==> src/rtl/sgdma_pkg.sv <==
package sgdma_pkg;

   // Size of one table entry in memory, in bytes.
   localparam int DESC_BYTES = 8;
   // Width of the byte count field inside an entry.
   localparam int CNT_W      = 16;

   typedef enum logic [3:0] {
      ST_IDLE,
      ST_ARMED,
      ST_FETCH,
      ST_FWAIT,
      ST_DELAY,
      ST_BURST,
      ST_BWAIT,
      ST_FIN,
      ST_FAIL
   } sg_state_e;

   // Entry layout as returned on the memory read port.
   typedef struct packed {
      logic             last;
      logic [14:0]      rsvd;
      logic [CNT_W-1:0] nbytes;
      logic [31:0]      base;
   } sg_desc_t;

endpackage

==> src/rtl/sgdma_span.sv <==
// Burst length for the current region: bounded by the page size and by
// the distance to the next page boundary.
module sgdma_span #(
   parameter int PAGE_BYTES = 8192,
   parameter int CNT_W      = 16,
   parameter int LEN_W      = 14,
   localparam int PG_W      = $clog2(PAGE_BYTES)
) (
   input  logic [PG_W-1:0]  pg_off,
   input  logic [CNT_W-1:0] left,
   output logic [LEN_W-1:0] len
);

   logic [LEN_W-1:0] room;
   logic [LEN_W-1:0] cap;

   assign room = LEN_W'(PAGE_BYTES) - LEN_W'(pg_off);

   generate
      if (PAGE_BYTES >= (1 << CNT_W)) begin : g_no_clamp
         // A region can never exceed one page: no size clamp needed.
         assign cap = LEN_W'(left);
      end else begin : g_clamp
         assign cap = (left > CNT_W'(PAGE_BYTES)) ? LEN_W'(PAGE_BYTES)
                                                  : LEN_W'(left);
      end
   endgenerate

   assign len = (cap >= room) ? room : cap;

endmodule

==> src/rtl/sgdma_retry.sv <==
// Issue gate for the memory port: while the port is busy, waits a fixed
// number of cycles before trying again.
module sgdma_retry #(
   parameter int BACKOFF = 4
) (
   input  logic clk,
   input  logic rst_n,
   input  logic want,
   input  logic busy,
   output logic fire
);

   generate
      if (BACKOFF == 0) begin : g_every_cycle
         logic unused_clk;
         assign unused_clk = clk ^ rst_n;
         assign fire = want & ~busy;
      end else begin : g_timer
         localparam int BO_W = $clog2(BACKOFF + 1);
         logic [BO_W-1:0] hold_q;

         always_ff @(posedge clk) begin
            if (!rst_n) begin
               hold_q <= '0;
            end else if (!want) begin
               hold_q <= '0;
            end else if (hold_q != '0) begin
               hold_q <= hold_q - 1'b1;
            end else if (busy) begin
               hold_q <= BO_W'(BACKOFF);
            end
         end

         assign fire = want && (hold_q == '0) && !busy;
      end
   endgenerate

endmodule

==> src/rtl/sgdma_budget.sv <==
// Command byte budget: loaded from the sector count, reduced per burst.
module sgdma_budget #(
   parameter int SCNT_W     = 8,
   parameter int SECT_SHIFT = 9,
   parameter int LEN_W      = 14,
   parameter int BUD_W      = 18
) (
   input  logic              clk,
   input  logic              rst_n,
   input  logic              load,
   input  logic [SCNT_W-1:0] scnt,
   input  logic              take,
   input  logic [LEN_W-1:0]  len,
   output logic [BUD_W-1:0]  left,
   output logic              short_o,
   output logic              exact_o
);

   logic [BUD_W-1:0] sectors;
   logic [BUD_W-1:0] len_ext;

   assign sectors = (scnt == '0) ? BUD_W'(1 << SCNT_W) : BUD_W'(scnt);
   assign len_ext = BUD_W'(len);

   always_ff @(posedge clk) begin
      if (!rst_n) begin
         left <= '0;
      end else if (load) begin
         left <= sectors << SECT_SHIFT;
      end else if (take) begin
         left <= left - len_ext;
      end
   end

   assign short_o = left < len_ext;
   assign exact_o = left == len_ext;

   // The budget can only shrink while a command runs; a wrap would grow it.
   assert_no_underflow_R9: assert property (@(posedge clk) disable iff (!rst_n)
      take |=> left <= $past(left));

endmodule

==> src/rtl/sg_desc_dma.sv <==
module sg_desc_dma
   import sgdma_pkg::*;
#(
   parameter int PAGE_BYTES   = 8192,
   parameter int SECTOR_BYTES = 512,
   parameter int SCNT_W       = 8,
   parameter int BACKOFF      = 4,
   parameter int ACC_DELAY    = 3,
   localparam int LEN_W       = $clog2(PAGE_BYTES) + 1
) (
   input  logic              clk,
   input  logic              rst_n,
   input  logic              arm,
   input  logic              dir_to_mem,
   input  logic [SCNT_W-1:0] sect_cnt,
   input  logic              go,
   input  logic [31:0]       tbl_base,
   input  logic              abort,
   output logic              mem_req,
   output logic              mem_desc,
   output logic              mem_wr,
   output logic [31:0]       mem_addr,
   output logic [LEN_W-1:0]  mem_len,
   input  logic              mem_busy,
   input  logic              mem_ack,
   input  logic [63:0]       mem_rdata,
   output logic              xfer_done,
   output logic              xfer_err
);

   localparam int PG_W       = $clog2(PAGE_BYTES);
   localparam int SECT_SHIFT = $clog2(SECTOR_BYTES);
   localparam int MAX_SECT   = 1 << SCNT_W;
   localparam int BUD_W      = $clog2(MAX_SECT * SECTOR_BYTES) + 1;
   localparam int DLY_W      = $clog2(ACC_DELAY + ((1 << CNT_W) >> SECT_SHIFT) + 1);

   // Elaboration-time parameter checks
   generate
      if ((PAGE_BYTES & (PAGE_BYTES - 1)) != 0) begin : g_bad_page
         $error("PAGE_BYTES must be a power of two");
      end
      if ((SECTOR_BYTES & (SECTOR_BYTES - 1)) != 0) begin : g_bad_sect
         $error("SECTOR_BYTES must be a power of two");
      end
      if (PAGE_BYTES < SECTOR_BYTES) begin : g_small_page
         $error("PAGE_BYTES must hold at least one sector");
      end
      if (BUD_W <= LEN_W) begin : g_small_budget
         $error("budget width must exceed burst length width");
      end
      if (ACC_DELAY < 0 || BACKOFF < 0) begin : g_neg
         $error("delays must not be negative");
      end
   endgenerate

   sg_state_e        st;
   logic [31:0]      tbl_ptr;
   logic [31:0]      rg_addr;
   logic [CNT_W-1:0] rg_left;
   logic             rg_last;
   logic [DLY_W-1:0] dly_q;
   logic             dir_q;
   logic [LEN_W-1:0] cur_len;

   logic [LEN_W-1:0] span_len;
   logic             want;
   logic             fire;
   logic             bud_load;
   logic             bud_take;
   logic [BUD_W-1:0] bud_left;
   logic             bud_short;
   logic             bud_exact;
   logic             running;
   sg_desc_t         rsp;

   assign rsp = sg_desc_t'(mem_rdata);

   logic unused_bits;
   assign unused_bits = ^{rsp.rsvd, tbl_base[1:0]};

   sgdma_span #(
      .PAGE_BYTES (PAGE_BYTES),
      .CNT_W      (CNT_W),
      .LEN_W      (LEN_W)
   ) u_span (
      .pg_off (rg_addr[PG_W-1:0]),
      .left   (rg_left),
      .len    (span_len)
   );

   assign running = (st != ST_IDLE) && (st != ST_FIN) && (st != ST_FAIL);
   assign want    = ((st == ST_FETCH) || (st == ST_BURST)) && !abort;

   sgdma_retry #(
      .BACKOFF (BACKOFF)
   ) u_retry (
      .clk   (clk),
      .rst_n (rst_n),
      .want  (want),
      .busy  (mem_busy),
      .fire  (fire)
   );

   assign bud_load = (st == ST_IDLE) && arm;
   assign bud_take = (st == ST_BWAIT) && mem_ack && !abort && !bud_short;

   sgdma_budget #(
      .SCNT_W     (SCNT_W),
      .SECT_SHIFT (SECT_SHIFT),
      .LEN_W      (LEN_W),
      .BUD_W      (BUD_W)
   ) u_budget (
      .clk     (clk),
      .rst_n   (rst_n),
      .load    (bud_load),
      .scnt    (sect_cnt),
      .take    (bud_take),
      .len     (cur_len),
      .left    (bud_left),
      .short_o (bud_short),
      .exact_o (bud_exact)
   );

   // Memory request port
   assign mem_req   = fire;
   assign mem_desc  = (st == ST_FETCH);
   assign mem_wr    = (st == ST_BURST) && dir_q;
   assign mem_addr  = (st == ST_FETCH) ? tbl_ptr : rg_addr;
   assign mem_len   = (st == ST_FETCH) ? LEN_W'(DESC_BYTES) : span_len;
   assign xfer_done = (st == ST_FIN);
   assign xfer_err  = (st == ST_FAIL);

   always_ff @(posedge clk) begin
      if (!rst_n) begin
         st      <= ST_IDLE;
         tbl_ptr <= '0;
         rg_addr <= '0;
         rg_left <= '0;
         rg_last <= 1'b0;
         dly_q   <= '0;
         dir_q   <= 1'b0;
         cur_len <= '0;
      end else if (running && abort) begin
         st <= ST_FAIL;
      end else begin
         case (st)
            ST_IDLE: begin
               if (arm) begin
                  dir_q <= dir_to_mem;
                  st    <= ST_ARMED;
               end
            end
            ST_ARMED: begin
               if (go) begin
                  tbl_ptr <= {tbl_base[31:2], 2'b00};
                  st      <= ST_FETCH;
               end
            end
            ST_FETCH: begin
               if (fire) st <= ST_FWAIT;
            end
            ST_FWAIT: begin
               if (mem_ack) begin
                  rg_addr <= rsp.base;
                  rg_left <= rsp.nbytes;
                  rg_last <= rsp.last;
                  dly_q   <= DLY_W'(ACC_DELAY) + DLY_W'(rsp.nbytes >> SECT_SHIFT);
                  tbl_ptr <= tbl_ptr + 32'(DESC_BYTES);
                  st      <= ST_DELAY;
               end
            end
            ST_DELAY: begin
               if (dly_q == '0) st <= ST_BURST;
               else             dly_q <= dly_q - 1'b1;
            end
            ST_BURST: begin
               if (fire) begin
                  cur_len <= span_len;
                  st      <= ST_BWAIT;
               end
            end
            ST_BWAIT: begin
               if (mem_ack) begin
                  if (bud_short) begin
                     st <= ST_FAIL;
                  end else begin
                     rg_addr <= rg_addr + 32'(cur_len);
                     rg_left <= rg_left - CNT_W'(cur_len);
                     if (rg_left == CNT_W'(cur_len)) begin
                        if (rg_last) st <= bud_exact ? ST_FIN : ST_FAIL;
                        else         st <= ST_FETCH;
                     end else begin
                        st <= ST_BURST;
                     end
                  end
               end
            end
            ST_FIN:  st <= ST_IDLE;
            ST_FAIL: st <= ST_IDLE;
            default: st <= ST_IDLE;
         endcase
      end
   end

   // ---------------- assertions ----------------
   assert_req_not_busy_R6: assert property (@(posedge clk) disable iff (!rst_n)
      mem_req |-> !mem_busy);

   assert_page_fit_R4: assert property (@(posedge clk) disable iff (!rst_n)
      (mem_req && !mem_desc) |->
         ((int'(mem_addr[PG_W-1:0]) + int'(mem_len)) <= PAGE_BYTES));

   assert_table_align_R3: assert property (@(posedge clk) disable iff (!rst_n)
      (mem_req && mem_desc) |-> (mem_addr[1:0] == 2'b00));

   assert_fetch_reads_R11: assert property (@(posedge clk) disable iff (!rst_n)
      (mem_req && mem_desc) |-> !mem_wr);

   assert_done_budget_R8: assert property (@(posedge clk) disable iff (!rst_n)
      xfer_done |-> (bud_left == '0));

   assert_done_pulse_R8: assert property (@(posedge clk) disable iff (!rst_n)
      xfer_done |=> !xfer_done);

   assert_abort_ends_R10: assert property (@(posedge clk) disable iff (!rst_n)
      (abort && running) |=> (xfer_err && !mem_req));

   assert_single_end_R9: assert property (@(posedge clk) disable iff (!rst_n)
      !(xfer_done && xfer_err));

endmodule

==> config.mk <==
export PLATFORM = sky130hd
export DESIGN_NAME = sg_desc_dma
export DESIGN_NICKNAME = d
export VERILOG_FILES = /design/src/rtl/sgdma_pkg.sv /design/src/rtl/sgdma_span.sv /design/src/rtl/sgdma_retry.sv /design/src/rtl/sgdma_budget.sv /design/src/rtl/sg_desc_dma.sv
export SDC_FILE = /design/constraint.sdc
export NUM_CORES = 1
export LEC_CHECK = 0
export ABC_CLOCK_PERIOD_IN_PS = 3300
export BUFFER_PORTS_ARGS = -buffer_cell sky130_fd_sc_hd__buf_2
export CAP_MARGIN = 20
export CORE_ASPECT_RATIO = 2
export CORE_MARGIN = 2
export CORE_UTILIZATION = 40
export CTS_BUF_LIST = sky130_fd_sc_hd__clkbuf_4 sky130_fd_sc_hd__clkbuf_8 sky130_fd_sc_hd__clkbuf_16
export DETAILED_ROUTE_END_ITERATION = 12
export PLACE_DENSITY = 0.66
export SLEW_MARGIN = 15
export SYNTH_ARGS = -nofsm -noshare
export SYNTH_HDL_FRONTEND = slang
export SYNTH_SLANG_ARGS = --single-unit
==> constraint.sdc <==
create_clock -name clk -period 3.3 [get_ports clk]
set_clock_uncertainty 0.15 [all_clocks]
set_input_delay 0.165 -clock clk [delete_from_list [all_inputs] [get_ports clk]]
set_output_delay 0.165 -clock clk [all_outputs]
set_load 0.02 [all_outputs]
Yosys cells after proc, flatten, opt, wreduce, memory -nomap -nowiden

Index checks and enable logic that the tools add are counted.
W data, S select, Z words.

Register bits: 129
Input port bits: 112
Output and inout port bits: 51
Word-level logic and storage cells: 126

$add $sub $neg: 8
Magnitude comparators: 3
Equal/unequal tests: 28
Mux-type cells: 36
Bitwise logic cells: 2
Reduce and logical (&&, ||, !) cells: 37

Operator list:

| cell                     | number |
|---|---|
| $mux W32                 | 6 |
| $pmux W32 S2             | 2 |
| $mux W16                 | 3 |
| $mux W4                  | 12 |
| $mux W14                 | 3 |
| $mux W18                 | 2 |
| $add A32 B14 Y32         | 1 |
| $add A32 B4 Y32 const B  | 1 |
| $pmux W16 S2             | 1 |
| $pmux W4 S7              | 1 |
| $eq A18 B14 Y1           | 1 |
| $lt A18 B14 Y1           | 1 |
| $ne A2 B2 Y1 const B     | 9 |
| $sub A18 B14 Y18         | 1 |
| $eq A16 B14 Y1           | 1 |
| $eq A4 B3 Y1 const B     | 4 |
| $gt A16 B14 Y1 const B   | 1 |
| $logic_not A8 Y1         | 2 |
| $mux W8                  | 2 |
| $pmux W8 S2              | 1 |
| $sub A16 B14 Y16         | 1 |
| $ge A14 B14 Y1           | 1 |
| $reduce_and A7 Y1        | 2 |
| $sub A14 B13 Y14 const A | 1 |
| other kinds (26)         | 54 |

Logic depth before layout (Yosys ltp)

Depth after elaboration: 8
Depth in mapped cells: 15
Gate-level depth less buffers: 14

By module

Synthesis repeated with hierarchy kept, for this count alone.

Cell total of the unflattened synthesis: 1,371
Area, all modules: 10,462.5 sq um

Modules (own cells, without submodules):

| module       | times used | cells an instance | area each (sq um) | seq. area each (sq um) |
|---|---|---|---|---|
| sg_desc_dma  | 1          | 1,031             | 7,896.3           | 2,122.0 |
| sgdma_budget | 1          | 210               | 1,610.3           | 360.3 |
| sgdma_span   | 1          | 116               | 835.8             | 0.0 |
| sgdma_retry  | 1          | 14                | 120.1             | 60.1 |

Least setup slack after synthesis

Ideal clock, no wire load.

Kind: reg2out
Start: register rg_addr[6]
End: output mem_len[11]
Data arrival time: 3,415 ps
Required time: 2,985 ps
Path slack: -430 ps
Stages on the path, launching flop included: 13
Path buffers: 1
Cells stage by stage: dfxtp_1 > or4_1 > or4_1 > xor2_1 > inv_1 > ha_1 > and4_1 > a21oi_1 > nand2_1 > a21oi_1 > buf_2 > mux2_2 > nor2_1

Longest elaborated chain between the ends: 4

RTL lines:

| element                  | line               | RTL |
|---|---|---|
| start: declaration       | sg_desc_dma.sv:58  | `logic [31:0] rg_addr;` |
| start signal: assignment | sg_desc_dma.sv:164 | `rg_addr <= rsp.base;` |
| start signal: assignment | sg_desc_dma.sv:187 | `rg_addr <= rg_addr + 32'(cur_len);` |
| $sub A14 B13 Y14 (*)     | sgdma_span.sv:17   | `assign room = LEN_W'(PAGE_BYTES) - LEN_W'(pg_off);` |
| $ge A14 B14 Y1           | sgdma_span.sv:29   | `assign len = (cap >= room) ? room : cap;` |
| $mux W14 (*)             | sgdma_span.sv:29   |  |
| $mux W14 (*)             | sg_desc_dma.sv:129 | `assign mem_len = (st == ST_FETCH) ? LEN_W'(DESC_BYTES) : span_len;` |
| end: declaration         | sg_desc_dma.sv:23  | `output logic [LEN_W-1:0] mem_len,` |

Every way passes the cells marked *; elsewhere a longest branch is shown, timed or not.

Final worst setup path

Start: register rg_addr[9]
End: output mem_len[2]

Longest elaborated chain between the ends: 4

RTL lines:

| element          | line |
|---|---|
| $sub A14 B13 Y14 | sgdma_span.sv:17 |
| $ge A14 B14 Y1   | sgdma_span.sv:29 |
| $mux W14         | sgdma_span.sv:29 |
| $mux W14         | sg_desc_dma.sv:129 |

Every way passes these cells.

==> flow_summary.yaml <==
outcome:
  status: "finished, violations left"
  violations: "setup timing"
sta:
  fin_setup_tns_ns: -8.24
  worst_slack_ns: -0.611
  fmax_mhz: 256
  rsz0062_at_grt: "yes"
  relSlewSlack_pct: 34.7
  tightest_slew_ns: 0.978
  fin_crit_sh_pct: 119
  hold_violations: 0
  setup_viol: 18
  drv_slew: 0
  fin_crit_ns: 3.91
grt:
  grt_start_max_net_pins: 59
  grt_use_total_pct: 27.5
  antenna_found_initial: 0
  grt_pass1_wl_um: 56300
  grt.overflow.total: 0
  grt_pass1_vias: 11000
cells_and_area:
  antenna_cells: 0
  final_common_cell: "nand2_1"
  final_cell_mix: "218 x nand2_1, 133 x buf_2, 124 x dfxtp_1"
  fin_cells: 1934
  nets: 1808
  drive_above_1_share_pct: 21.8
  fill_cells: 2282
  area_delta_synth_final_pct: 34.9
clock_network:
  cts_buffers: 17
  cts_tree: "done"
  cts-root-buf: "clkbuf_16"
  clock_latency_ns: 0.44
  cts_sinks: 127
  clockBufferDepth: 2
  clk_pin_slew_ns: 0.06
  cts_max_level: 4
critical_path:
  endpoint_kind: "output pin"
  crit_slowest_cell: "or4_4"
  cp-start-kind: "register"
  crit_chain: "or4_4 > or4_4 > xor2_2 > inv_1 > ha_1 > and4_4 > o211ai_1 > a21oi_2 > a21oi_4 > buf_6 > mux2_4 > nor2_2 > buf_6"
  critPathRequiredTime_ns: 2.98
  cpLargestDelayFamily: "simple AND/OR/NAND/NOR gates"
  crit_arrival_ns: 3.60
  critPathKind: "reg -> out"
  crit_fanout: 6
  timing.reg2reg.setup_slack_ns: -0.07
  path_buf_inv: 3
  slowest_delay_ns: 0.55
job:
  drv_cap: 0
yosys:
  synth_cell_type_count: 83
  syn_inst: 1368
  synth_edf_count: 0
  postSynthAreaPerCell_sq_um: 7.15
  synth-main-ff-cell: "dfxtp_1"
  syn_area_sq_um: 9780
  async_reset_ff_share_pct: 0
  syn_nets: 1545
  yosysWarnings: 0
  synth-seq-cells: 127
  synth_seq_area_share_pct: 26.0
floorplan:
  core_area_sq_um: 24200
  chipWidth_um: 115
  start_util_pct: 40.4
  die_area_sq_um: 25800
  rows: 81
  die_y_um: 225
  num_io_pins: 163
place:
  gp_congestion: 0.987
  dp.cells: 1809
  dpl.hpwl_um: 26300
  portBuffers: 145
power:
  ir_drop_uv: 353
  power.density_nw_per_um2: 466
  leakagePower_uw: 0.00559
  p_total_uw: 6150
routing:
  wl_um: 35800
  vias: 11500
  wl_per_cell_um: 18.5
  initialDrtViolationCount: 1053
  drc: 0
  ant_nets: 0
  firstDrtPassIters: 6
  routed_via_density: 5.93
worst_hold_path:
  hold_path_class: "in -> reg"
==> cells in the mapped netlist (4+ instances only) <==
master,instances,area (sq um)
o21a_1,10,75.1
nor3_1,38,190
o2111ai_1,6,52.6
nand3b_1,4,30.0
a211oi_1,36,270
o211ai_1,14,105
and3_1,20,125
a21o_1,14,105
nor2_1,133,499
a22oi_1,18,135
clkbuf_1,51,191
a2bb2oi_1,4,35.0
o22ai_1,10,62.6
mux2i_1,9,90.1
nand2b_1,11,68.8
and4_1,4,35.0
dfxtp_1,127,2540
nand4_1,18,113
o41ai_1,4,35.0
buf_1,6,22.5
mux2_2,11,124
nand3_1,54,270
nor4_1,17,106
or4_1,12,90.1
nand2_1,221,830
xor2_1,19,166
nor2b_1,10,62.6
o21ai_0,84,420
a21oi_1,118,591
xnor2_1,21,184
a311oi_1,6,52.6
buf_2,19,95.1
or3_1,10,62.6
inv_1,53,199
ha_1,62,776
o31ai_1,10,75.1
a31oi_1,22,138
and2_1,11,68.8
==> registers in the layout (all words and copies together), names as in the netlist <==
name and count:
rg_left 16, cur_len 14, u_retry.g_timer.hold_q 3, st 4
rg_last 1, dir_q 1, tbl_ptr 30, u_budget.left 18
rg_addr 32, dly_q 8
==> cell type report <==
cell class	instances	area, sq um	area share (%)
Timing Repair Buffer	323	2470	18.7
Clock inverter	10	114	0.863
Tap cell	290	363	2.75
Clock buffer	22	469	3.56
Multi-Input combinational cell	1108	7030	53.3
Inverter	54	203	1.54
Sequential cell	127	2550	19.3
==> what timing repair did <==
action                                  CTS  global route
gates cloned                              1             0
endpoints found under the setup margin   25            76
buffers inserted                          4             7
pin swaps                                 4            11
hold buffers                             86             0
endpoints found under the hold margin    84             0
gates resized for setup                  32            52
==> per-layer routing <==
layer	part of all wire [%]	track usage [%]	routed length [um]
met4	4.9	13.1	1740
met1	41	33.9	14600
met2	49	46.8	17400
met3	5.8	3.42	2080
met5	0	0	0
==> final timing paths <==
kind                                 start                            end  depth (start not counted)
max                rg_addr[9]$_SDFFE_PN0P_                     mem_len[2]                         13
min                          mem_rdata[20]       rg_addr[20]$_SDFFE_PN0P_                          3
max reg2reg        rg_addr[9]$_SDFFE_PN0P_        cur_len[7]$_SDFFE_PN0P_                         14
min reg2reg  u_budget.left[2]$_SDFFE_PP0P_  u_budget.left[2]$_SDFFE_PP0P_                          2
==> power by group <==
part	internal, uW	switching (uW)
clock	1160	747
combinational	1050	1320
sequential	1670	205
total	3880	2270
==> cells by family (layout without fill, tap and decap cells) <==
group	after synthesis	after routing	share of synthesized area (%)
and+or+nand+nor	584	584	27.9
AOI/OAI and AO/OA	399	399	26.3
buffers and inverters	133	409	5.46
DFF	127	127	26.0
adders and majority gates	65	65	8.54
xor gates and xnor gates	40	40	3.58
muxes	20	20	2.19
==> through the flow <==
stage               cell area [sq um]  util, %  hold WS (ns)  setup slack (ns)
floorplan                        9870        -         0.151           -0.0317
global placement                11300     46.8         0.252            -0.186
detailed placement              11300     46.8         0.263            -0.191
CTS                             12900     53.4       0.00535            -0.599
global route                    13200     54.5        0.0450            -0.730
finish                          13200     54.5        0.0218            -0.611
==> worst register-to-register path: stages, from the launching register on <==
cell,delay (ns)
dfxtp_2,0.31
or4_4,0.55
or4_4,0.51
xor2_2,0.16
inv_1,0.06
ha_1,0.27
and4_4,0.21
o211ai_1,0.11
a21oi_2,0.18
a21oi_4,0.09
buf_12,0.15
buf_8,0.12
mux2i_2,0.18
buf_4,0.14
a21oi_2,0.05
Power figures use the tool's default switching activity.
